==> src/rtl/tag_pkg.sv <==
package tag_pkg;
  localparam int TILE_LOG2  = 16;
  localparam int BLK_LOG2   = 8;
  localparam int AMP_W      = (TILE_LOG2 - BLK_LOG2) / 2;
  localparam int AMP_H      = TILE_LOG2 - BLK_LOG2 - AMP_W;
  localparam int BASE0_LOG2 = 4;   // class 0 base block is 16x16 elements
  localparam int N_CLS      = 5;
  localparam int SX_W       = 10;  // shifted-x bits reachable by the swizzle
  localparam int SY_W       = 8;   // y bits reachable by the swizzle

  typedef enum logic [1:0] {CH_NONE, CH_X, CH_Y} chan_e;

  function automatic chan_e chan_of(input int b);
    case (b)
      0, 1:                     return CH_NONE;
      2, 3, 7, 9, 11, 13, 15:   return CH_X;
      default:                  return CH_Y;
    endcase
  endfunction

  // selector number n per in-tile bit, nibble b holds bit b
  function automatic logic [3:0] sel_of(input logic [2:0] cls, input int b);
    logic [63:0] row;
    case (cls)
      3'd0:    row = 64'h7766_5544_3210_3210;
      3'd1:    row = 64'h7665_5443_3210_2100;
      3'd2:    row = 64'h6655_4433_2210_1000;
      3'd3:    row = 64'h6554_4332_2110_0000;
      default: row = 64'h5544_3322_1010_0000;
    endcase
    return row[4*b +: 4];
  endfunction
endpackage

==> src/rtl/tag_size_class.sv <==
module tag_size_class
  import tag_pkg::*;
#(
  parameter int BPP_W   = 8,
  parameter int MAX_BPP = 128
) (
  input  logic [BPP_W-1:0] bpp_i,
  output logic [2:0]       cls_o,
  output logic [3:0]       tw_log2_o,
  output logic [3:0]       th_log2_o,
  output logic             err_o
);
  localparam int EB_W = BPP_W - 3;

  logic [EB_W-1:0] eb, eb_m1;
  logic [2:0]      cls_raw;

  assign eb    = bpp_i[BPP_W-1:3];
  assign eb_m1 = eb - EB_W'(1);

  // halvings with round-up equal the bit length of (bytes - 1)
  always_comb begin
    cls_raw = '0;
    if (eb > EB_W'(1)) begin
      for (int i = 0; i < EB_W; i++)
        if (eb_m1[i]) cls_raw = 3'(i + 1);
    end
  end

  assign cls_o = (cls_raw > 3'(N_CLS - 1)) ? 3'(N_CLS - 1) : cls_raw;

  // width halves on even class steps, height on odd ones
  assign tw_log2_o = 4'(BASE0_LOG2 + AMP_W) - 4'(cls_o >> 1);
  assign th_log2_o = 4'(BASE0_LOG2 + AMP_H) - 4'((cls_o + 3'd1) >> 1);

  assign err_o = (|bpp_i[2:0]) || (bpp_i > BPP_W'(MAX_BPP));
endmodule

==> src/rtl/tag_swizzle.sv <==
module tag_swizzle
  import tag_pkg::*;
#(
  parameter int OFF_BITS = TILE_LOG2
) (
  input  logic [2:0]          cls_i,
  input  logic [SX_W-1:0]     x_lo_i,
  input  logic [SY_W-1:0]     y_lo_i,
  output logic [OFF_BITS-1:0] off_o
);
  logic [SX_W-1:0] xs;
  assign xs = x_lo_i << cls_i;

  for (genvar b = 0; b < OFF_BITS; b++) begin : g_bit
    localparam chan_e CH = chan_of(b);
    if (CH == CH_X) begin : g_x
      logic [3:0] n;
      assign n        = sel_of(cls_i, b);
      assign off_o[b] = |(xs & (SX_W'(1) << (n + 4'd2)));
    end else if (CH == CH_Y) begin : g_y
      logic [3:0] n;
      assign n        = sel_of(cls_i, b);
      assign off_o[b] = |(y_lo_i & (SY_W'(1) << n));
    end else begin : g_none
      assign off_o[b] = 1'b0;
    end
  end
endmodule

==> src/rtl/tag_tile_index.sv <==
module tag_tile_index #(
  parameter int COORD_W = 16,
  parameter int IDX_W   = 16
) (
  input  logic [COORD_W-1:0] x_i,
  input  logic [COORD_W-1:0] y_i,
  input  logic [COORD_W-1:0] width_i,
  input  logic [3:0]         tw_log2_i,
  input  logic [3:0]         th_log2_i,
  output logic [IDX_W-1:0]   idx_o
);
  localparam int PW = COORD_W + 1;

  logic [PW-1:0]      w_round, pitch_tiles;
  logic [COORD_W-1:0] tile_x, tile_y;

  assign w_round     = {1'b0, width_i} + (PW'(1) << tw_log2_i) - PW'(1);
  assign pitch_tiles = w_round >> tw_log2_i;
  assign tile_x      = x_i >> tw_log2_i;
  assign tile_y      = y_i >> th_log2_i;

  assign idx_o = IDX_W'(tile_y) * IDX_W'(pitch_tiles) + IDX_W'(tile_x);
endmodule

==> src/rtl/tag_top.sv <==
module tag_top
  import tag_pkg::*;
#(
  parameter int BPP_W   = 8,
  parameter int COORD_W = 16,
  parameter int OFF_W   = 32
) (
  input  logic               clk_i,
  input  logic               rst_ni,
  input  logic               in_valid_i,
  output logic               in_ready_o,
  input  logic [BPP_W-1:0]   bpp_i,
  input  logic [COORD_W-1:0] x_i,
  input  logic [COORD_W-1:0] y_i,
  input  logic [COORD_W-1:0] width_i,
  output logic               out_valid_o,
  input  logic               out_ready_i,
  output logic [OFF_W-1:0]   offset_o,
  output logic               err_o
);
  localparam int IDX_W = OFF_W - TILE_LOG2;

  logic [2:0]           cls;
  logic [3:0]           tw_log2, th_log2;
  logic                 bpp_err;
  logic [TILE_LOG2-1:0] in_tile;
  logic [IDX_W-1:0]     tile_idx;
  logic                 accept;

  tag_size_class #(.BPP_W(BPP_W)) u_size (
    .bpp_i     (bpp_i),
    .cls_o     (cls),
    .tw_log2_o (tw_log2),
    .th_log2_o (th_log2),
    .err_o     (bpp_err)
  );

  tag_swizzle #(.OFF_BITS(TILE_LOG2)) u_swz (
    .cls_i  (cls),
    .x_lo_i (x_i[SX_W-1:0]),
    .y_lo_i (y_i[SY_W-1:0]),
    .off_o  (in_tile)
  );

  tag_tile_index #(.COORD_W(COORD_W), .IDX_W(IDX_W)) u_idx (
    .x_i       (x_i),
    .y_i       (y_i),
    .width_i   (width_i),
    .tw_log2_i (tw_log2),
    .th_log2_i (th_log2),
    .idx_o     (tile_idx)
  );

  assign in_ready_o = !out_valid_o || out_ready_i;
  assign accept     = in_valid_i && in_ready_o;

  always_ff @(posedge clk_i or negedge rst_ni) begin
    if (!rst_ni) begin
      out_valid_o <= 1'b0;
      offset_o    <= '0;
      err_o       <= 1'b0;
    end else begin
      if (accept) begin
        out_valid_o <= 1'b1;
        offset_o    <= {tile_idx, in_tile};
        err_o       <= bpp_err;
      end else if (out_ready_i) begin
        out_valid_o <= 1'b0;
      end
    end
  end

  p_latency_r8: assert property (@(posedge clk_i) disable iff (!rst_ni)
    accept |=> out_valid_o);

  p_hold_r9: assert property (@(posedge clk_i) disable iff (!rst_ni)
    (out_valid_o && !out_ready_i) |=>
      (out_valid_o && $stable(offset_o) && $stable(err_o)));

  p_err_flag_r2: assert property (@(posedge clk_i) disable iff (!rst_ni)
    accept |=> (err_o == (($past(bpp_i[2:0]) != 3'd0) || ($past(bpp_i) > BPP_W'(128)))));

  p_origin_r4: assert property (@(posedge clk_i) disable iff (!rst_ni)
    (accept && x_i == '0 && y_i == '0 && !bpp_err) |=> (offset_o == '0));
endmodule

==> config.mk <==
export PLATFORM = sky130hd
export DESIGN_NAME = tag_top
export DESIGN_NICKNAME = d
export VERILOG_FILES = /design/src/rtl/tag_pkg.sv /design/src/rtl/tag_size_class.sv /design/src/rtl/tag_swizzle.sv /design/src/rtl/tag_tile_index.sv /design/src/rtl/tag_top.sv
export SDC_FILE = /design/constraint.sdc
export NUM_CORES = 1
export LEC_CHECK = 0
export ABC_AREA = 1
export ABC_CLOCK_PERIOD_IN_PS = 1400
export BUFFER_PORTS_ARGS = -buffer_cell sky130_fd_sc_hd__buf_2
export CAP_MARGIN = 20
export CORE_MARGIN = 10
export CORE_UTILIZATION = 45
export DETAILED_ROUTE_END_ITERATION = 6
export SYNTH_ARGS = -nofsm -noshare
export SYNTH_HDL_FRONTEND = slang
export SYNTH_SLANG_ARGS = --single-unit
==> constraint.sdc <==
create_clock -name clk_i -period 1.4 [get_ports clk_i]
set_input_delay 0.14 -clock clk_i [delete_from_list [all_inputs] [get_ports clk_i]]
set_output_delay 0.14 -clock clk_i [all_outputs]
set_load 0.02 [all_outputs]
==> impl_metrics.tcl <==
set metrics [dict create \
    grt_overflow 0 \
    via_per_inst 4.96 \
    die_x_um 157 \
    violations "negative setup slack" \
    worstPathArrival_ns 7.03 \
    dpl_worst_slack_ns -5.94 \
    cp_common_cell "nand2_1" \
    final_layout_size_suffix_gt1_share_pct 43.0 \
    routed_wl_um 27200 \
    hold_viol 0 \
    grt_pass1_vias 9323 \
    wl_per_cell_um 14.7 \
    vias 9175 \
    ios 95 \
    tritoncts "yes" \
    status "complete, but fails checks" \
    path_class "input port to register" \
    antennaDiodeCount 0 \
    drt_pre_antenna_iters 5 \
    async_flop_share_pct 100 \
    worstPathMaxFanout 5 \
    htree_levels 2 \
    cp-start-kind "input port" \
    yosys_most_used_dff "dfrtp_1" \
    fin_crit_sh_pct 490 \
    grt_pass1_wl_um 44200 \
    cts_max_path_buffers 2 \
    synth-seq-cells 32 \
    cpMaxStageDelayCell "fa_1" \
    cpPeakStageDelay_ns 0.57 \
    gp_congestion 0.941 \
    syn_avg_cell_area_um2 6.71 \
    fmax_mhz 146 \
    synth_edf_count 0 \
    syn_to_final_growth_pct 53.7 \
    dieArea_um2 24700 \
    io_buffers 92 \
    numCtsBuffers 5 \
    drt_iter0_markers 387 \
    core_um2 18600 \
    worst_slack_ns -5.46 \
    skew_ns 0.00533 \
    nNetsFinal 1850 \
    netlist_instances 1260 \
    antenna_left 0 \
    drv_slew 0 \
    ys_warn_count 0 \
    place_hpwl_um 21200 \
    yosysSeqAreaShare_pct 9.46 \
    clkTransAtPathRegs_ns 0.05 \
    grt_antenna_before_repair 0 \
    rsz0062_at_grt "true" \
    cts_sinks 32 \
    rows 50 \
    syn_area_um2 8460 \
    grt_max_degree 33 \
    crit_path_end_kind "register" \
    setup_tns_ns -76.10 \
    crit_required_ns 1.57 \
    initial_core_util_pct 45.5 \
    grt_use_total_pct 21.7 \
    finalSetupViolCount 28 \
    insertion_delay_ns 0.28 \
    drc 0 \
    die_y_um 157 \
    clock-root-buffer "clkbuf_16" \
    finalCriticalPeriod_ns 6.86 \
    ys_types 52 \
    hold_class "input port to register" \
    max_cap_viol_count 0 \
]
==> worst paths after layout <==
check	from	endpoint	slack [ns]	cells past startpoint
worst max-delay path	bpp_i[3]	offset_o[31]	-5.46	45
worst min-delay path	out_ready_i	out_valid_o	0.14	4
worst max register to register	out_valid_o	offset_o[13]	0.14	7
worst min register to register	offset_o[3]	offset_o[3]	0.47	2
max in group asynchronous	rst_ni	offset_o[23]	0.67	3
min in group asynchronous	rst_ni	offset_o[6]	0.41	3
==> registers in the layout, indices dropped and copies added, names as in the netlist <==
register     flops
out_valid_o      1
err_o            1
offset_o        30
==> layer usage <==
layer	GRT usage, %	routed length, um	part of all wire, %
met1	27.2	11800	43
met2	39.7	13700	50
met3	1.58	1290	4.7
met4	4.67	470	1.7
met5	0	0	0
==> Yosys cell counts (all sizes together), types with 5 or more instances <==
library cell,instances,share of area (%)
nand2,354,16
inv,280,12
nor2,126,5.9
fa,95,22
ha,81,12
nand3,72,5.0
o21ai,60,3.8
a21oi,33,2.0
dfrtp,32,9.5
clkbuf,15,0.67
a31oi,12,0.89
buf,12,1.1
nand4,12,1.0
o211ai,10,0.89
xor2,9,0.93
xnor2,7,0.72
nand3b,5,0.44
nor3,5,0.30
==> area by class of cell <==
| class | instances | area, um2 |
|---|---|---|
| tap | 234 | 293 |
| clock buffer | 7 | 153 |
| inverter | 282 | 1110 |
| fill | 1587 | 5580 |
| timing repair buffer | 359 | 2810 |
| sequential | 32 | 801 |
| multi-input combinational | 934 | 7840 |
==> worst max-delay path: cells and delay by family <==
family	cells	cell delay [ns]
AND/OR/NAND/NOR	22	1.66
adder cells (fa/ha/maj)	10	4.11
AO/OA/AOI/OAI	1	0.27
buffers and inverters	12	0.83
==> stage by stage <==
| stage | cell area, um2 | cells | hold slack (ns) | utilization (%) |
|---|---|---|---|---|
| after floorplan | 9060 | 1275 | -0.156 | - |
| after global placement | 11200 | 1778 | 0.191 | 60.3 |
| after detailed placement | 11200 | 1778 | 0.188 | 60.3 |
| after CTS | 12400 | 1831 | 0.137 | 66.8 |
| after global routing | 13000 | 1848 | 0.157 | 70.0 |
| final | 13000 | 1848 | 0.141 | 70.0 |
==> cells by family after synthesis <==
family                   share of synthesized area [%]
XOR/XNOR                                          1.66
AND/OR/NAND/NOR                                   29.7
buffers and inverters                             14.3
AO/OA/AOI/OAI                                     10.0
flip-flops                                        9.46
other                                           0.0888
adder cells (fa/ha/maj)                           34.5
multiplexers                                     0.355
==> cells in the final DEF (no fill, tap or decap), types with 40 or more instances in the layout <==
cell | synthesis | routed
buf_2 | 5 | 90
buf_4 | 3 | 216
fa_1 | 95 | 86
ha_1 | 81 | 40
inv_1 | 272 | 220
inv_2 | 7 | 49
nand2_1 | 339 | 281
nand2_2 | 10 | 56
nand3_1 | 63 | 50
nor2_1 | 120 | 66
==> repair_timing <==
| item | in CTS | in global routing |
|---|---|---|
| pin swaps | 92 | 81 |
| hold buffers | 1 | 0 |
| hold endpoints to repair | 32 | 0 |
| cloned | 1 | 1 |
| setup buffers | 48 | 19 |
| setup endpoints to repair | 28 | 28 |
| gates resized for setup | 206 | 117 |
Power is not shown: default switching activity piles up to over one toggle a cycle in this logic, so the estimate is an artifact.
